--- config.mk ---
export PLATFORM = sky130hd
export DESIGN_NAME = resv_monitor
export DESIGN_NICKNAME = d
export VERILOG_FILES = /design/src/rtl/resv_pkg.sv /design/src/rtl/resv_decode.sv /design/src/rtl/resv_store.sv /design/src/rtl/resv_hold.sv /design/src/rtl/resv_monitor.sv
export SDC_FILE = /design/constraint.sdc
export NUM_CORES = 1
export LEC_CHECK = 0
export ABC_AREA = 1
export BUFFER_PORTS_ARGS = -buffer_cell sky130_fd_sc_hd__buf_2
export CAP_MARGIN = 5
export CELL_PAD_IN_SITES_DETAIL_PLACEMENT = 0
export CELL_PAD_IN_SITES_GLOBAL_PLACEMENT = 1
export CORE_MARGIN = 3
export CORE_UTILIZATION = 32
export DETAILED_ROUTE_END_ITERATION = 10
export GPL_TIMING_DRIVEN = 0
export PLACE_DENSITY = 0.81
export SLEW_MARGIN = 25
export SYNTH_ARGS = -nofsm -noshare
export SYNTH_HDL_FRONTEND = slang
export SYNTH_HIERARCHICAL = 1
export SYNTH_SLANG_ARGS = --single-unit
--- constraint.sdc ---
create_clock -name clk_i -period 1.3 [get_ports clk_i]
set_input_delay 0.13 -clock clk_i [delete_from_list [all_inputs] [get_ports clk_i]]
set_output_delay 0.13 -clock clk_i [all_outputs]
set_load 0.05 [all_outputs]
--- src/rtl/resv_pkg.sv ---
package resv_pkg;
  localparam int OP_W = 4;

  typedef enum logic [OP_W-1:0] {
    OP_LOAD     = 4'd0,
    OP_IFETCH   = 4'd1,
    OP_STORE    = 4'd2,
    OP_ATOMIC   = 4'd3,
    OP_RMW_RD   = 4'd4,
    OP_RMW_WR   = 4'd5,
    OP_LL       = 4'd6,
    OP_SC       = 4'd7,
    OP_LRMW_RD  = 4'd8,
    OP_LRMW_WR  = 4'd9,
    OP_FLUSH    = 4'd10
  } op_e;

  typedef struct packed {
    logic is_ll;
    logic is_sc;
    logic is_wr;   // write class other than sc
    logic is_lrd;
    logic is_lwr;
  } op_class_t;
endpackage

--- src/rtl/resv_decode.sv ---
module resv_decode
  import resv_pkg::*;
(
  input  logic [OP_W-1:0] op_i,
  output op_class_t       cls_o
);
  always_comb begin
    cls_o = '0;
    case (op_i)
      OP_LL:      cls_o.is_ll = 1'b1;
      OP_SC:      cls_o.is_sc = 1'b1;
      OP_STORE, OP_ATOMIC, OP_RMW_RD, OP_RMW_WR, OP_FLUSH:
                  cls_o.is_wr = 1'b1;
      OP_LRMW_RD: begin cls_o.is_wr = 1'b1; cls_o.is_lrd = 1'b1; end
      OP_LRMW_WR: begin cls_o.is_wr = 1'b1; cls_o.is_lwr = 1'b1; end
      default:    cls_o = '0;
    endcase
  end
endmodule

--- src/rtl/resv_store.sv ---
module resv_store
  import resv_pkg::*;
#(
  parameter int LINE_W = 8,
  parameter int ID_W   = 2
) (
  input  logic              clk_i,
  input  logic              rst_ni,
  input  logic              act_i,
  input  op_class_t         cls_i,
  input  logic [LINE_W-1:0] line_i,
  input  logic [ID_W-1:0]   id_i,
  input  logic              tag_hit_i,
  input  logic              inv_v_i,
  input  logic [LINE_W-1:0] inv_line_i,
  output logic              own_o
);
  logic              r_v, n_v;
  logic [LINE_W-1:0] r_line, n_line;
  logic [ID_W-1:0]   r_id, n_id;
  logic              eff_v, line_eq;

  // invalidate wins over anything else this cycle
  assign eff_v   = r_v && !(inv_v_i && inv_line_i == r_line);
  assign line_eq = eff_v && (r_line == line_i);
  assign own_o   = line_eq && (r_id == id_i);

  always_comb begin
    n_v    = eff_v;
    n_line = r_line;
    n_id   = r_id;
    if (act_i) begin
      if (cls_i.is_ll) begin
        n_v    = !(inv_v_i && inv_line_i == line_i);
        n_line = line_i;
        n_id   = id_i;
      end else if (cls_i.is_sc) begin
        if (line_eq) n_v = 1'b0;
      end else if (cls_i.is_wr) begin
        if (tag_hit_i && own_o) n_v = 1'b0;
      end
    end
  end

  always_ff @(posedge clk_i or negedge rst_ni) begin
    if (!rst_ni) begin
      r_v    <= 1'b0;
      r_line <= '0;
      r_id   <= '0;
    end else begin
      r_v    <= n_v;
      r_line <= n_line;
      r_id   <= n_id;
    end
  end
endmodule

--- src/rtl/resv_hold.sv ---
module resv_hold
  import resv_pkg::*;
#(
  parameter int LINE_W = 8
) (
  input  logic              clk_i,
  input  logic              rst_ni,
  input  logic              valid_i,
  input  op_class_t         cls_i,
  input  logic [LINE_W-1:0] line_i,
  output logic              block_o,
  output logic              unblock_o,
  output logic [LINE_W-1:0] line_o
);
  always_ff @(posedge clk_i or negedge rst_ni) begin
    if (!rst_ni) begin
      block_o   <= 1'b0;
      unblock_o <= 1'b0;
      line_o    <= '0;
    end else begin
      block_o   <= valid_i && cls_i.is_lrd;
      unblock_o <= valid_i && cls_i.is_lwr;
      if (valid_i && (cls_i.is_lrd || cls_i.is_lwr)) line_o <= line_i;
    end
  end
endmodule

--- src/rtl/resv_monitor.sv ---
module resv_monitor
  import resv_pkg::*;
#(
  parameter int LINE_W = 8,
  parameter int ID_W   = 2
) (
  input  logic              clk_i,
  input  logic              rst_ni,
  input  logic              done_valid_i,
  input  logic [3:0]        done_op_i,
  input  logic [LINE_W-1:0] done_line_i,
  input  logic [ID_W-1:0]   done_id_i,
  input  logic              tag_hit_i,
  input  logic              test_mode_i,
  input  logic              inval_valid_i,
  input  logic [LINE_W-1:0] inval_line_i,
  output logic              rsp_valid_o,
  output logic              rsp_ok_o,
  output logic              block_o,
  output logic              unblock_o,
  output logic [LINE_W-1:0] hold_line_o
);
  op_class_t cls;
  logic      own;

  resv_decode u_dec (.op_i(done_op_i), .cls_o(cls));

  resv_store #(.LINE_W(LINE_W), .ID_W(ID_W)) u_store (
    .clk_i(clk_i), .rst_ni(rst_ni),
    .act_i(done_valid_i && !test_mode_i), .cls_i(cls),
    .line_i(done_line_i), .id_i(done_id_i), .tag_hit_i(tag_hit_i),
    .inv_v_i(inval_valid_i), .inv_line_i(inval_line_i), .own_o(own)
  );

  resv_hold #(.LINE_W(LINE_W)) u_hold (
    .clk_i(clk_i), .rst_ni(rst_ni), .valid_i(done_valid_i), .cls_i(cls),
    .line_i(done_line_i), .block_o(block_o), .unblock_o(unblock_o),
    .line_o(hold_line_o)
  );

  always_ff @(posedge clk_i or negedge rst_ni) begin
    if (!rst_ni) begin
      rsp_valid_o <= 1'b0;
      rsp_ok_o    <= 1'b0;
    end else begin
      rsp_valid_o <= done_valid_i;
      rsp_ok_o    <= done_valid_i && (test_mode_i || !cls.is_sc || own);
    end
  end
endmodule

==> reports/metrics.csv <==
metric;value;unit
status;complete, but fails checks;
violations;negative setup slack;
maxSlewHeadroom;64.8;%
seq_power_share;40.6;%
p_switching;846;uW
met3_length;171;um
skew;0.00215;ns
antenna_found_initial;0;
synth_area_leaders;dfrtp_1 (43%), nand2_1 (14%), xnor2_1 (7.9%);
yosysSeqAreaShare;43.4;%
wl_met2;1.50;mm
setup_tns;-0.405;ns
fin_crit;1.51;ns
multi_input_area;746;um^2
required;1.49;ns
drtIter0Drc;39;
synth_commonest_cells;nand2_1 (51), dfrtp_1 (23), inv_1 (20), nand3_1 (15), nor2_1 (14);
slew_violations;0;
syn_avg_cell_area;7.67;um^2
syn-cell-area;1330;um^2
drcViolationCount;0;
reg2reg_to;rsp_ok_o$_DFF_PN0_;
hp-class;in2reg;
yosysMostFrequentCell;nand2_1;
fin_nets;257;
die_area;4960;um^2
min_path_cells;1;
vias_per_cell;4.61;
via_count;1272;
io_pins;40;
synth_edf_count;0;
gp_congestion;0.808;
chipWidth;70.4;um
p_leak;0.974;nW
cts_tree;done;
routedWlPerCell;12.0;um
worst_slack;-0.212;ns
nFillCells;408;
critPathLaunch;u_store/r_line[7]$_DFFE_PN0P_;
synth_top_area_share;43.4;%
r2r_setup_slack;-0.21;ns
cts.sinks;23;
tightestPinTransition;0.528;ns
overflow;0;
fmax;0.661;GHz
drt_pass1_iterations;4;
fin_crit_sh;116;%
hpwl;2.49;mm
irDropWorstVdd;0.000756;V
reg2reg_depth;11;
ys.warnings.count;6;
cp-start-kind;register;
pwr-share-comb;39.8;%
grt_max_degree;24;
grt_first_pass_wirelength;5.49;mm
clkLatencyLatePin;0.26;ns
p_int;1.42;mW
clk_pin_slew_worst_paths;0.08;ns
diodes;0;
setup_viol;2;
drive_gt1_share;37.7;%
root_buffer;clkbuf_8;
m1WireLength;1.62;mm
r2r_start;u_store/r_line[7]$_DFFE_PN0P_;
dp.cells;260;
hold_violations;0;
grt_setup_unrepaired;yes;
totalWireLength;3.31;mm
endpoint_kind;register;
postRouteAntennaNets;0;
worstSetupPathType;reg2reg;
grt_pass1_vias;1237;
ys.flop_type;dfrtp_1;
grt.total_usage;13.7;%
synth.distinct_cells;22;
worstHoldStart;done_valid_i;
syn_inst;173;
max_cap_viol_count;0;
highest_layer;met4;
crit_fanout;2;
yosysTopAreaCell;dfrtp_1;
h-tree-depth;1;
io_buffer_count;39;
hold_end;rsp_valid_o$_DFF_PN0_;
num_rows;22;
post-place-ws;-0.379;ns
clock_path_buffers;2;
area_delta_synth_final;36.7;%
synthArstFlopShare;100;%
cts_buffers;3;
initial_utilization;34.7;%
critPathArrivalTime;1.70;ns
seqCellArea;576;um^2
sw_frac_of_total;37.4;%
die_h;70.4;um
powerDensity;1250;nW/um^2
ys_ff_latch;23;
stdcell_count;276;
coreArea;3830;um^2
syn_nets;201;
p_clk_share;19.6;%
[metal layers]
metal  vias up  track usage [%]
li1        652                -
met1       587             18.2
met2        31             22.3
met3         2             4.03
met4         0             1.91
met5         -                0
[worst max path at each step]
stage / endpoint / cells after the start
final: rsp_ok_o$_DFF_PN0_ / 11
after global placement: u_store/r_line[2]$_DFFE_PN0P_ / 7
after detailed placement: u_store/r_line[1]$_DFFE_PN0P_ / 7
after CTS: rsp_ok_o$_DFF_PN0_ / 7
after global routing: rsp_ok_o$_DFF_PN0_ / 11
after floorplan: u_store/r_v$_DFF_PN0_ / 10
[power by group through the flow]
stage	clock network (mW)	registers (mW)	logic [mW]
after floorplan	0	1.15	0.307
after global placement	0	0.944	0.720
after detailed placement	0	0.947	0.725
after CTS	0.470	0.924	0.818
after global routing	0.501	0.942	0.979
final	0.444	0.920	0.901
[through the flow]
step,hold slack (ns),power (mW),cell area (um^2),utilization [%]
6_report,0.0336,2.26,1810,47.4
5_1_grt,0.0291,2.42,1810,47.4
4_1_cts,0.0291,2.21,1720,44.9
3_5_place_dp,0.147,1.67,1580,41.4
3_3_place_gp,0.140,1.66,1580,41.4
2_1_floorplan,-0.166,1.46,1330,-
[cells by family (layout without fill, tap and decap cells)]
kind of cell / count (synthesis) / after routing / share of synthesized area [%]
AOI/OAI and AO/OA: 13 / 13 / 5.56
xor gates and xnor gates: 16 / 16 / 10.6
buffers and inverters: 23 / 78 / 6.50
DFF: 23 / 23 / 43.4
muxes: 4 / 4 / 3.39
and+or+nand+nor: 94 / 94 / 30.6
[worst max-delay path, cell delays in order, from the launching register on]
cell and delay [ns]:
dfrtp_1 0.39, buf_6 0.12, inv_2 0.04, nand2_1 0.04, nand2_1 0.05, nor2_1 0.04
nand3_1 0.09, nor2_2 0.06, buf_4 0.13, nor4_4 0.26, nor2_1 0.07, a21oi_1 0.13
[state kept, by name, indices dropped and copies added, names as in the netlist]
| signal | cells |
|---|---|
| u_hold/line_o | 8 |
| u_store/r_line | 8 |
| u_store/r_id | 2 |
| rsp_ok_o | 1 |
| rsp_valid_o | 1 |
| u_hold/block_o | 1 |
| u_hold/unblock_o | 1 |
| u_store/r_v | 1 |
[cell type report]
cell class | instances | share of cell area [%]
Multi-Input combinational cell | 127 | 41.1
Sequential cell | 23 | 31.7
Timing Repair Buffer | 51 | 16.5
Inverter | 22 | 4.69
Tap cell | 48 | 3.31
Clock buffer | 4 | 2.48
Buffer | 1 | 0.207
[repair_timing]
item,CTS,global route
resized for setup,10,15
pin swaps,12,11
hold endpoints to repair,23,0
setup endpoints to repair,8,2
buffers inserted,6,5
gates cloned,0,0
hold buffers,1,0
[cells in the final DEF (no fill, tap or decap), types with 2 or more instances in the layout]
master,instances
nand2_1,42
buf_2,39
dfrtp_1,23
inv_1,19
nand3_1,15
nand2_2,11
nor2_1,10
xnor2_1,9
buf_4,8
nor2_2,6
a21oi_1,5
o21ai_0,5
xor2_1,4
mux2_2,4
clkbuf_8,3
nor3_1,3
xnor2_2,3
buf_6,3
clkbuf_1,2
nand2_4,2
inv_2,2
Power figures use the tool's default switching activity.
